### config.mk
export PLATFORM = sky130hd
export DESIGN_NAME = sata_port_regs
export DESIGN_NICKNAME = d
export VERILOG_FILES = /design/src/rtl/sata_port_pkg.sv /design/src/rtl/spr_w1c_reg.sv /design/src/rtl/spr_run_follow.sv /design/src/rtl/spr_cmd_ctrl.sv /design/src/rtl/sata_port_regs.sv
export SDC_FILE = /design/constraint.sdc
export NUM_CORES = 1
export LEC_CHECK = 0
export BUFFER_PORTS_ARGS = -buffer_cell sky130_fd_sc_hd__buf_2
export CAP_MARGIN = 20
export CORE_MARGIN = 2
export CORE_UTILIZATION = 35
export DETAILED_ROUTE_END_ITERATION = 10
export SLEW_MARGIN = 30
export SYNTH_ARGS = -nofsm -noshare
export SYNTH_HDL_FRONTEND = slang
export SYNTH_SLANG_ARGS = --single-unit
### constraint.sdc
create_clock -name clk -period 4.4 [get_ports clk]
set_input_delay 0 -clock clk [delete_from_list [all_inputs] [get_ports clk]]
set_output_delay 0 -clock clk [all_outputs]
set_load 0.05 [all_outputs]
### src/rtl/sata_port_pkg.sv
package sata_port_pkg;

    // register word offsets
    localparam int OFF_GCTL = 0;
    localparam int OFF_GSUM = 1;
    localparam int OFF_PCMD = 2;
    localparam int OFF_PIS  = 3;
    localparam int OFF_PIE  = 4;
    localparam int OFF_PERR = 5;

    // host control bit positions
    localparam int GC_HOST_EN = 0;
    localparam int GC_IRQ_EN  = 1;

    // port command bit positions
    localparam int PC_START    = 0;
    localparam int PC_RX_EN    = 4;
    localparam int PC_RX_RUN   = 14;
    localparam int PC_LIST_RUN = 15;

    typedef struct packed {
        logic start;
        logic rx_en;
    } cmd_ctl_t;

    typedef struct packed {
        logic list_run;
        logic rx_run;
    } cmd_run_t;

    typedef enum logic [2:0] {
        SEL_NONE,
        SEL_GCTL,
        SEL_GSUM,
        SEL_PCMD,
        SEL_PIS,
        SEL_PIE,
        SEL_PERR
    } reg_sel_e;

    function automatic reg_sel_e decode_sel(input int off);
        case (off)
            OFF_GCTL: return SEL_GCTL;
            OFF_GSUM: return SEL_GSUM;
            OFF_PCMD: return SEL_PCMD;
            OFF_PIS:  return SEL_PIS;
            OFF_PIE:  return SEL_PIE;
            OFF_PERR: return SEL_PERR;
            default:  return SEL_NONE;
        endcase
    endfunction

endpackage

### src/rtl/spr_w1c_reg.sv
module spr_w1c_reg #(
    parameter int WIDTH = 32
) (
    input  logic             clk,
    input  logic             rst,
    input  logic [WIDTH-1:0] set_i,
    input  logic [WIDTH-1:0] clr_i,
    output logic [WIDTH-1:0] q_o
);

    logic [WIDTH-1:0] q;
    logic             past_ok;

    always_ff @(posedge clk) begin
        if (rst) begin
            q       <= '0;
            past_ok <= 1'b0;
        end else begin
            q       <= (q & ~clr_i) | set_i;
            past_ok <= 1'b1;
        end
    end

    assign q_o = q;

    // a written one without a concurrent set leaves the bit clear
    p_w1c_clear_r6: assert property (@(posedge clk) disable iff (rst)
        past_ok |-> ((q_o & $past(clr_i & ~set_i)) == '0));

    // a set pulse always lands, even against a clear
    p_w1c_set_r7: assert property (@(posedge clk) disable iff (rst)
        past_ok |-> (($past(set_i) & ~q_o) == '0));

endmodule

### src/rtl/spr_run_follow.sv
module spr_run_follow #(
    parameter int DLY = 4
) (
    input  logic clk,
    input  logic rst,
    input  logic en_i,
    output logic run_o
);

    localparam int CW = $clog2(DLY + 1);

    logic [CW-1:0] cnt_q;
    logic          run_q;

    always_ff @(posedge clk) begin
        if (rst) begin
            cnt_q <= '0;
            run_q <= 1'b0;
        end else if (en_i != run_q) begin
            if (cnt_q == CW'(DLY - 1)) begin
                run_q <= en_i;
                cnt_q <= '0;
            end else begin
                cnt_q <= cnt_q + 1'b1;
            end
        end else begin
            cnt_q <= '0;
        end
    end

    assign run_o = run_q;

    // checker state: cycles the running bit has disagreed with its enable
    logic [CW:0] mis_q;
    logic        past_ok;

    always_ff @(posedge clk) begin
        if (rst) begin
            mis_q   <= '0;
            past_ok <= 1'b0;
        end else begin
            mis_q   <= (en_i != run_o) ? mis_q + 1'b1 : '0;
            past_ok <= 1'b1;
        end
    end

    // the running bit only ever moves toward its enable
    p_follow_dir_r3: assert property (@(posedge clk) disable iff (rst)
        (past_ok && !$stable(run_o)) |-> (run_o == $past(en_i)));

    // the running bit never lags its enable by more than DLY cycles
    p_lag_bound_r5: assert property (@(posedge clk) disable iff (rst)
        mis_q <= (CW + 1)'(DLY));

endmodule

### src/rtl/spr_cmd_ctrl.sv
module spr_cmd_ctrl
    import sata_port_pkg::*;
#(
    parameter int RUN_DLY = 4
) (
    input  logic     clk,
    input  logic     rst,
    input  logic     wr_i,
    input  cmd_ctl_t wr_ctl_i,
    input  logic     start_ok_i,
    output cmd_ctl_t ctl_o,
    output cmd_run_t run_o
);

    localparam int NUM_HS = $bits(cmd_ctl_t);

    cmd_ctl_t          ctl_q;
    logic [NUM_HS-1:0] en_vec;
    logic [NUM_HS-1:0] run_vec;
    logic              past_ok;

    always_ff @(posedge clk) begin
        if (rst) begin
            ctl_q   <= '0;
            past_ok <= 1'b0;
        end else begin
            past_ok <= 1'b1;
            if (wr_i) begin
                ctl_q.rx_en <= wr_ctl_i.rx_en;
                // a new start is taken only while the device is ready
                ctl_q.start <= wr_ctl_i.start & (ctl_q.start | start_ok_i);
            end
        end
    end

    assign en_vec = ctl_q;

    for (genvar g = 0; g < NUM_HS; g++) begin : g_hs
        spr_run_follow #(
            .DLY (RUN_DLY)
        ) u_follow (
            .clk   (clk),
            .rst   (rst),
            .en_i  (en_vec[g]),
            .run_o (run_vec[g])
        );
    end

    assign ctl_o = ctl_q;
    assign run_o = run_vec;

    // start only rises across a write made while the device was ready
    p_start_gate_r4: assert property (@(posedge clk) disable iff (rst)
        (past_ok && $rose(ctl_o.start)) |-> ($past(start_ok_i) && $past(wr_i)));

endmodule

### src/rtl/sata_port_regs.sv
module sata_port_regs
    import sata_port_pkg::*;
#(
    parameter int          ADDR_W     = 3,
    parameter int          DATA_W     = 32,
    parameter int          RUN_DLY    = 4,
    parameter int          PORT_IDX   = 2,
    parameter int          ERR_LSB    = 23,
    parameter logic [31:0] IE_WR_MASK = 32'hFDC0_00FF,
    parameter logic [3:0]  LINK_READY = 4'h3
) (
    input  logic              clk,
    input  logic              rst,
    input  logic [ADDR_W-1:0] bus_addr,
    input  logic              bus_wr,
    input  logic [DATA_W-1:0] bus_wdata,
    output logic [DATA_W-1:0] bus_rdata,
    input  logic              tf_busy,
    input  logic              tf_drq,
    input  logic [3:0]        link_det,
    input  logic [DATA_W-1:0] evt_pulse,
    input  logic [DATA_W-1:0] err_pulse,
    output logic              irq,
    output logic              err_flag
);

    localparam int          GC_W    = 2;
    localparam logic [DATA_W-1:0] PIE_MASK = DATA_W'(IE_WR_MASK);

    reg_sel_e          sel;
    logic              wr_gctl, wr_gsum, wr_pcmd, wr_pis, wr_pie, wr_perr;
    logic [GC_W-1:0]   gctl_q;
    logic [DATA_W-1:0] pie_q;
    logic [DATA_W-1:0] pis_q;
    logic [DATA_W-1:0] perr_q;
    logic              sum_q;
    logic              pending;
    logic              clr_sum;
    logic              start_ok;
    logic              past_ok;
    cmd_ctl_t          wr_ctl;
    cmd_ctl_t          ctl;
    cmd_run_t          run;

    // address decode
    always_comb begin
        sel     = decode_sel(int'(bus_addr));
        wr_gctl = bus_wr && (sel == SEL_GCTL);
        wr_gsum = bus_wr && (sel == SEL_GSUM);
        wr_pcmd = bus_wr && (sel == SEL_PCMD);
        wr_pis  = bus_wr && (sel == SEL_PIS);
        wr_pie  = bus_wr && (sel == SEL_PIE);
        wr_perr = bus_wr && (sel == SEL_PERR);
    end

    // host control and interrupt enable
    always_ff @(posedge clk) begin
        if (rst) begin
            gctl_q  <= '0;
            pie_q   <= '0;
            past_ok <= 1'b0;
        end else begin
            past_ok <= 1'b1;
            if (wr_gctl) begin
                gctl_q[GC_HOST_EN] <= bus_wdata[GC_HOST_EN];
                gctl_q[GC_IRQ_EN]  <= bus_wdata[GC_IRQ_EN];
            end
            if (wr_pie) begin
                pie_q <= bus_wdata & PIE_MASK;
            end
        end
    end

    // port command handshakes
    assign start_ok     = !tf_busy && !tf_drq && (link_det == LINK_READY);
    assign wr_ctl.start = bus_wdata[PC_START];
    assign wr_ctl.rx_en = bus_wdata[PC_RX_EN];

    spr_cmd_ctrl #(
        .RUN_DLY (RUN_DLY)
    ) u_cmd (
        .clk        (clk),
        .rst        (rst),
        .wr_i       (wr_pcmd),
        .wr_ctl_i   (wr_ctl),
        .start_ok_i (start_ok),
        .ctl_o      (ctl),
        .run_o      (run)
    );

    // write-one-to-clear status and error
    spr_w1c_reg #(
        .WIDTH (DATA_W)
    ) u_pis (
        .clk   (clk),
        .rst   (rst),
        .set_i (evt_pulse),
        .clr_i (wr_pis ? bus_wdata : '0),
        .q_o   (pis_q)
    );

    spr_w1c_reg #(
        .WIDTH (DATA_W)
    ) u_perr (
        .clk   (clk),
        .rst   (rst),
        .set_i (err_pulse),
        .clr_i (wr_perr ? bus_wdata : '0),
        .q_o   (perr_q)
    );

    // host-wide summary bit for this port, held until written clear
    assign pending = |(pis_q & pie_q);
    assign clr_sum = wr_gsum && bus_wdata[PORT_IDX];

    always_ff @(posedge clk) begin
        if (rst) begin
            sum_q <= 1'b0;
        end else begin
            sum_q <= (sum_q && !clr_sum) || pending;
        end
    end

    // read path
    always_comb begin
        bus_rdata = '0;
        case (sel)
            SEL_GCTL: bus_rdata[GC_W-1:0] = gctl_q;
            SEL_GSUM: bus_rdata[PORT_IDX] = sum_q;
            SEL_PCMD: begin
                bus_rdata[PC_START]    = ctl.start;
                bus_rdata[PC_RX_EN]    = ctl.rx_en;
                bus_rdata[PC_RX_RUN]   = run.rx_run;
                bus_rdata[PC_LIST_RUN] = run.list_run;
            end
            SEL_PIS:  bus_rdata = pis_q;
            SEL_PIE:  bus_rdata = pie_q;
            SEL_PERR: bus_rdata = perr_q;
            default:  bus_rdata = '0;
        endcase
    end

    assign irq      = sum_q && gctl_q[GC_IRQ_EN];
    assign err_flag = |pis_q[DATA_W-1:ERR_LSB];

    // an enabled pending status reaches the summary one cycle later
    p_sum_set_r10: assert property (@(posedge clk) disable iff (rst)
        (past_ok && $past(pending)) |-> sum_q);

    // the summary holds until a one is written to it
    p_sum_hold_r10: assert property (@(posedge clk) disable iff (rst)
        (past_ok && $past(sum_q) && !$past(clr_sum)) |-> sum_q);

    // the interrupt line never rises without a summary bit to back it
    p_irq_cause_r11: assert property (@(posedge clk) disable iff (rst)
        (past_ok && $rose(irq)) |-> ($past(pending) || $past(sum_q)));

endmodule

==> out/qor.txt, run 1 <==
Synth Register Bits -> 94
Setup tns final -> 0 ps
Die area -> 13610 um^2
Synth cell count leaders -> dfxtp_1, a21oi_1, nand2_1, nor2_1, inv_1
Synth Net Count -> 669
First-pass GRT wire length -> 23150 um
Initial Util -> 0.3550
Worst Hold Path Cells -> 4
Clock-pin slew on the worst setup and hold paths -> 60 ps
Largest net degree at the start of global routing -> 70
Reg2reg start -> u_cmd.g_hs[1].u_follow.cnt_q[0]
CP startpoint -> bus_addr[1]
Worst Setup End Kind -> output port
Nets -> 896
WP data arrival -> 2660 ps
Placed Instances -> 832
Max stage delay on crit path -> 830 ps
Total clock sinks -> 94
Slew @ Worst Pin -> 809.9 ps
RSZ-0062 raised after global routing -> no
Ys Warns -> 0
Outcome -> complete, no violations
Most frequent cell after synthesis -> dfxtp_1
CTS Root Cell -> clkbuf_16
Core area -> 12520 um^2
Peak supply drop -> 0.2097 mV
Fillers -> 1195
Ys async rst share -> 0
Final Non-Filler Cells -> 958
Worst Path Buf+Inv -> 4
Seq/Total Area, Yosys -> 0.4235
CTS resizes -> 0
Remaining DRCs -> 0
Pleak -> 3.014 nW
FF-to-FF path depth -> 4
Critical-path cell list -> buf_2 -> inv_1 -> ha_1 -> and4bb_2 -> buf_4 -> a22o_1 -> a21oi_1 -> o21ba_1 -> buf_2
Via count -> 4842
I/O Buffers -> 141
Hold Fails Final Rpt -> 0
Router iterations before antenna repair -> 7
Hold Startpoint -> bus_wdata[13]
Area grow syn2layout -> 48.66%
Top-area cell type share of the netlist area -> 0.4235
Die width -> 116.7 um
Post-DR vias/cell -> 5.054
WHS Endpoint -> u_perr.q_o[13]
Syn_area_per_cell -> 8.020 um^2
Max-slew violation count -> 0
Share of layout cells above drive strength 1 -> 0.2252
ANT nets after route -> 0
Max Cap Viol -> 0
Final Util -> 0.5277
Mapped Area -> 4443 um^2
Worst r2r dst -> u_cmd.g_hs[1].u_follow.cnt_q[0]
Tot Pwr -> 2.170 mW
Drt first-iter violations -> 348
GP Congestion -> 0.7531
Most common flop cell mapped by yosys -> dfxtp_1
PwrDens -> 328.5 nW/um^2
Clk_skew -> 7.104 ps
# setup viols final -> 0
Detail Placement HPWL -> 9022 um
Skew-Pair Late Insertion Delay -> 350 ps
Reg area -> 1882 um^2
CP dominant cell by count -> buf_2
CP required -> 4400 ps
CP Max Fanout -> 32
Vias in the first global route -> 4778
TritonCTS Buffers -> 9
Rel. slew slack -> 0.4600
Max frequency -> 375.9 MHz
Setup Buffers After CTS -> 0
Clk buf depth -> 2
Post-route clock period utilization -> 0.6046
GRT overflow -> 0
Io pins -> 142
CTS tree -> built
Site Rows -> 41
Hold Path Class -> input port to register
Top cells by area, synth -> dfxtp_1, a21oi_1, nand2_1
Setup slack, reg-to-reg -> 3110 ps
H-tree levels -> 3
Syn Inst Count -> 554
Worst Setup Start Kind -> input port
Top delay family on crit path -> buffers and inverters
Multi-input logic area -> 2155 um^2
Initial antenna violation count -> 0
Crit path kind -> input port to output port
Crit path max-delay cell type -> and4bb_2
Wire length per cell -> 15.44 um
Antenna Cells -> 0
Gr usage total -> 0.2209
Post-synth EDFFs -> 0
Die Span Y -> 116.7 um
Hold Worst Slack -> 18.28 ps
Routed Wire Length -> 14790 um
Fin crit period -> 2660 ps
Area leader, netlist -> dfxtp_1
Post-synth cell types -> 40
per-stage QoR:
step / worst slack (ps) / area [um^2]
2_1_floorplan: 2480 / 4443
3_3_place_gp: 1855 / 5152
3_5_place_dp: 1774 / 5155
4_1_cts: 1764 / 6605
5_1_grt: 1567 / 6605
6_report: 1740 / 6605
worst reg2reg max path, cell delays in order (launching register included):
cell and delay [ps]:
dfxtp_1 320, ha_1 200, ha_1 200, or3_1 410
nor2_1 110
flip-flops by register name (all words and copies together) (netlist names):
signal	flops
gctl_q	2
u_perr.q_o	32
u_cmd.ctl_o	2
u_pis.q_o	32
u_cmd.g_hs.u_follow.run_o	2
sum_q	1
pie_q	17
u_cmd.g_hs.u_follow.cnt_q	6
layout by cell type, fill, tap and decap left out, types with 2 or more instances in the layout:
cell           count
a22o_1            25
nor3_1             3
buf_4              6
ha_1               7
nand3_1           36
a22oi_1            7
a21oi_1           86
nand2_1           74
o21ba_1           12
and2_1             3
dfxtp_1           94
mux2i_1            5
o21ai_0           32
a222oi_1           6
inv_1             42
buf_2            140
nor2_1            47
or3_1              2
o31ai_1            2
a21oi_2           10
bufinv_16          3
xnor2_1            2
clkbuf_16          9
nor4_1             4
dlygate4sd3_1    110
a31oi_1            2
cells by family after synthesis:
group                      after synthesis  share of synthesized area
AOI/OAI and AO/OA                      187                     0.2718
xor gates and xnor gates                 2                   0.003943
adders and majority gates                7                    0.01971
buffers and inverters                   82                    0.09152
DFF                                     94                     0.4235
muxes                                    6                    0.01464
and+or+nand+nor                        176                     0.1749
metal layers:
metal  track usage  vias up  wire, um
met5             0        -         0
met3       0.05812       19       905
li1              -     2366         -
met2        0.3919      157      7457
met4       0.07294        0       202
met1        0.2594     2300      6228
how the worst max path moves through the flow:
stage	end	slack, ps	cells after the start
3_3_place_gp	bus_rdata[3]	1860	9
4_1_cts	bus_rdata[3]	1760	9
2_1_floorplan	bus_rdata[4]	2480	8
3_5_place_dp	bus_rdata[3]	1770	9
5_1_grt	u_perr.q_o[9]	1570	9
6_report	bus_rdata[6]	1740	9
repair_timing:
| action | 4_1_cts | 5_1_grt |
|---|---|---|
| hold endpoints to repair | 85 | 0 |
| setup endpoints to repair | 0 | 0 |
| hold buffers | 110 | 0 |
report_power, final:
part	switching, mW	internal, mW	leakage [nW]
Combinational	0.169	0.162	2.07
Clock	0.337	0.572	0.166
Sequential	0.0320	0.897	0.779
Total	0.539	1.63	3.01
area by class of cell:
class | count | area share
flip-flops and latches | 94 | 0.2849
repair buffers | 256 | 0.2796
well taps | 172 | 0.03258
inverters | 42 | 0.02387
clock buffers | 11 | 0.03675
clock inverters | 5 | 0.01610
multi-input cells | 378 | 0.3262
No activity file was read; power rests on OpenSTA's default activity.
==> inputs of run 2 (changes only) <==
- clock period: 4.4 -> 2.6 ns (I/O delays scaled with it)
==> run 2 against run 1 <==
- clock power up 49%
- routed wire length is 0.33% higher
- sequential power rose by 69%
- core utilization grew 0.19 points
- setup slack got worse by 1200 ps
- cell count is 0.42% higher
- critical path type unchanged
- largest cell class unchanged
==> out/qor.txt, run 2 (synthesis gave the netlist of run 1 again) <==
Wire length per cell -> 15.43 um
Die Span Y -> 116.7 um
Fillers -> 1181
Largest net degree at the start of global routing -> 62
Core area -> 12520 um^2
Share of layout cells above drive strength 1 -> 0.2316
Die width -> 116.7 um
Max stage delay on crit path -> 430 ps
Clock-pin slew on the worst setup and hold paths -> 70 ps
Hold Worst Slack -> 6.994 ps
Worst Setup Start Kind -> input port
Peak supply drop -> 0.3616 mV
Setup slack, reg-to-reg -> 1310 ps
Drt first-iter violations -> 279
Gr usage total -> 0.2207
I/O Buffers -> 141
Slew @ Worst Pin -> 692.8 ps
Io pins -> 142
PwrDens -> 528.2 nW/um^2
CTS tree -> built
H-tree levels -> 3
Commonest non-fill, non-tap cell in the layout -> buf_2
Total clock sinks -> 94
Fin crit period -> 2049 ps
Post-DP Area -> 5228 um^2
CP Max Fanout -> 34
FF-to-FF path depth -> 4
Remaining DRCs -> 0
Hold Path Class -> input port to register
Combinational group share of total power -> 0.162
Skew-Pair Late Insertion Delay -> 350 ps
Hold Fails Final Rpt -> 0
Clk pwr share -> 0.389
Clk buf depth -> 2
Net switching power figure -> 0.9272 mW
Worst Hold Path Cells -> 4
Max Cap Viol -> 0
Pint -> 2.574 mW
# setup viols final -> 0
Detail Placement HPWL -> 9156 um
Final Cell Area -> 6629 um^2
WP data arrival -> 2050 ps
CTS resizes -> 0
Switching Share -> 0.2648
Initial Util -> 0.3550
Worst Setup End Kind -> output port
TritonCTS Buffers -> 9
Die area -> 13610 um^2
Router iterations before antenna repair -> 5
Crit path kind -> input port to output port
Critical-path cell list -> buf_2 -> inv_1 -> ha_1 -> mux2_4 -> and2_4 -> o21a_4 -> a22o_1 -> buf_2
Vias in the first global route -> 4838
GP Congestion -> 0.8337
Worst r2r dst -> u_cmd.g_hs[1].u_follow.cnt_q[0]
Max-slew violation count -> 0
GRT overflow -> 0
Hold Startpoint -> tf_drq
Area grow syn2layout -> 49.20%
Routed Wire Length -> 14840 um
Antenna Cells -> 0
Rel. slew slack -> 0.5339
Crit path max-delay cell type -> and2_4
RSZ-0062 raised after global routing -> no
Sequential share of power -> 0.449
ANT nets after route -> 0
CP required -> 2600 ps
Outcome -> complete, no violations
Nets -> 900
Clk_skew -> 3.056 ps
Post-DR vias/cell -> 4.998
WHS Endpoint -> u_cmd.ctl_o[1]
Max frequency -> 488.1 MHz
Via count -> 4808
Post-route clock period utilization -> 0.7880
Pleak -> 3.027 nW
Reg2reg start -> u_cmd.g_hs[1].u_follow.cnt_q[0]
CP dominant cell by count -> buf_2
First-pass GRT wire length -> 23270 um
Setup tns final -> 0 ps
Most frequent cells in the layout -> buf_2, dlygate4sd3_1, dfxtp_1
CTS Root Cell -> clkbuf_16
Initial antenna violation count -> 0
Site Rows -> 41
[run 2: power groups by stage]
stage / Clock, mW / Sequential, mW / Combinational, mW
after floorplan: 0 / 1.58 / 0.269
after global placement: 0 / 1.60 / 0.411
after detailed placement: 0 / 1.60 / 0.421
after CTS: 1.39 / 1.57 / 0.559
after global routing: 1.45 / 1.58 / 0.621
final: 1.36 / 1.57 / 0.568
[run 2: area by class of cell]
class                   instances  area [um^2]  area share
flip-flops and latches         94         1882      0.2839
repair buffers                260         1909      0.2880
well taps                     172        215.2     0.03247
inverters                      42        157.7     0.02378
multi-input cells             378         2155      0.3250
clock inverters                 6        71.32     0.01076
clock buffers                  10        239.0     0.03605
[run 2: how the worst max path moves through the flow]
stage,cells past startpoint,startpoint,slack (ps),endpoint
3_3_place_gp,9,bus_addr[1],660,bus_rdata[6]
2_1_floorplan,8,bus_addr[1],680,bus_rdata[4]
5_1_grt,8,bus_addr[1],390,bus_rdata[17]
3_5_place_dp,9,bus_addr[1],600,bus_rdata[3]
6_report,8,bus_addr[1],550,bus_rdata[11]
4_1_cts,8,bus_addr[1],580,bus_rdata[13]
[run 2: through the flow]
step	std cells	worst slack, ps	utilization	total power, mW
after CTS	962	580.0	0.5296	3.525
after global routing	962	388.9	0.5296	3.653
after floorplan	554	680.3	-	1.851
after detailed placement	837	604.0	0.4176	2.024
final	962	551.3	0.5296	3.501
after global placement	837	664.3	0.4176	2.012
[run 2: what timing repair did]
| item | in CTS | in global routing |
|---|---|---|
| buffers inserted | 0 | 0 |
| hold buffers | 109 | 0 |
| hold endpoints to repair | 85 | 0 |
[run 2: critical path: cells and delay by family]
family,cells,cell delay (ps)
buf+inv,3,530
fa+ha+maj,1,360
compound gates,2,500
simple gates,1,430
mux,1,220
[run 2: routing by layer]
| layer | track usage | vias to the layer above | part of all wire |
|---|---|---|---|
| met4 | 0.07608 | 0 | 0.010 |
| met2 | 0.3880 | 151 | 0.50 |
| met5 | 0 | - | 0 |
| li1 | - | 2370 | - |
| met1 | 0.2559 | 2274 | 0.43 |
| met3 | 0.06591 | 13 | 0.061 |
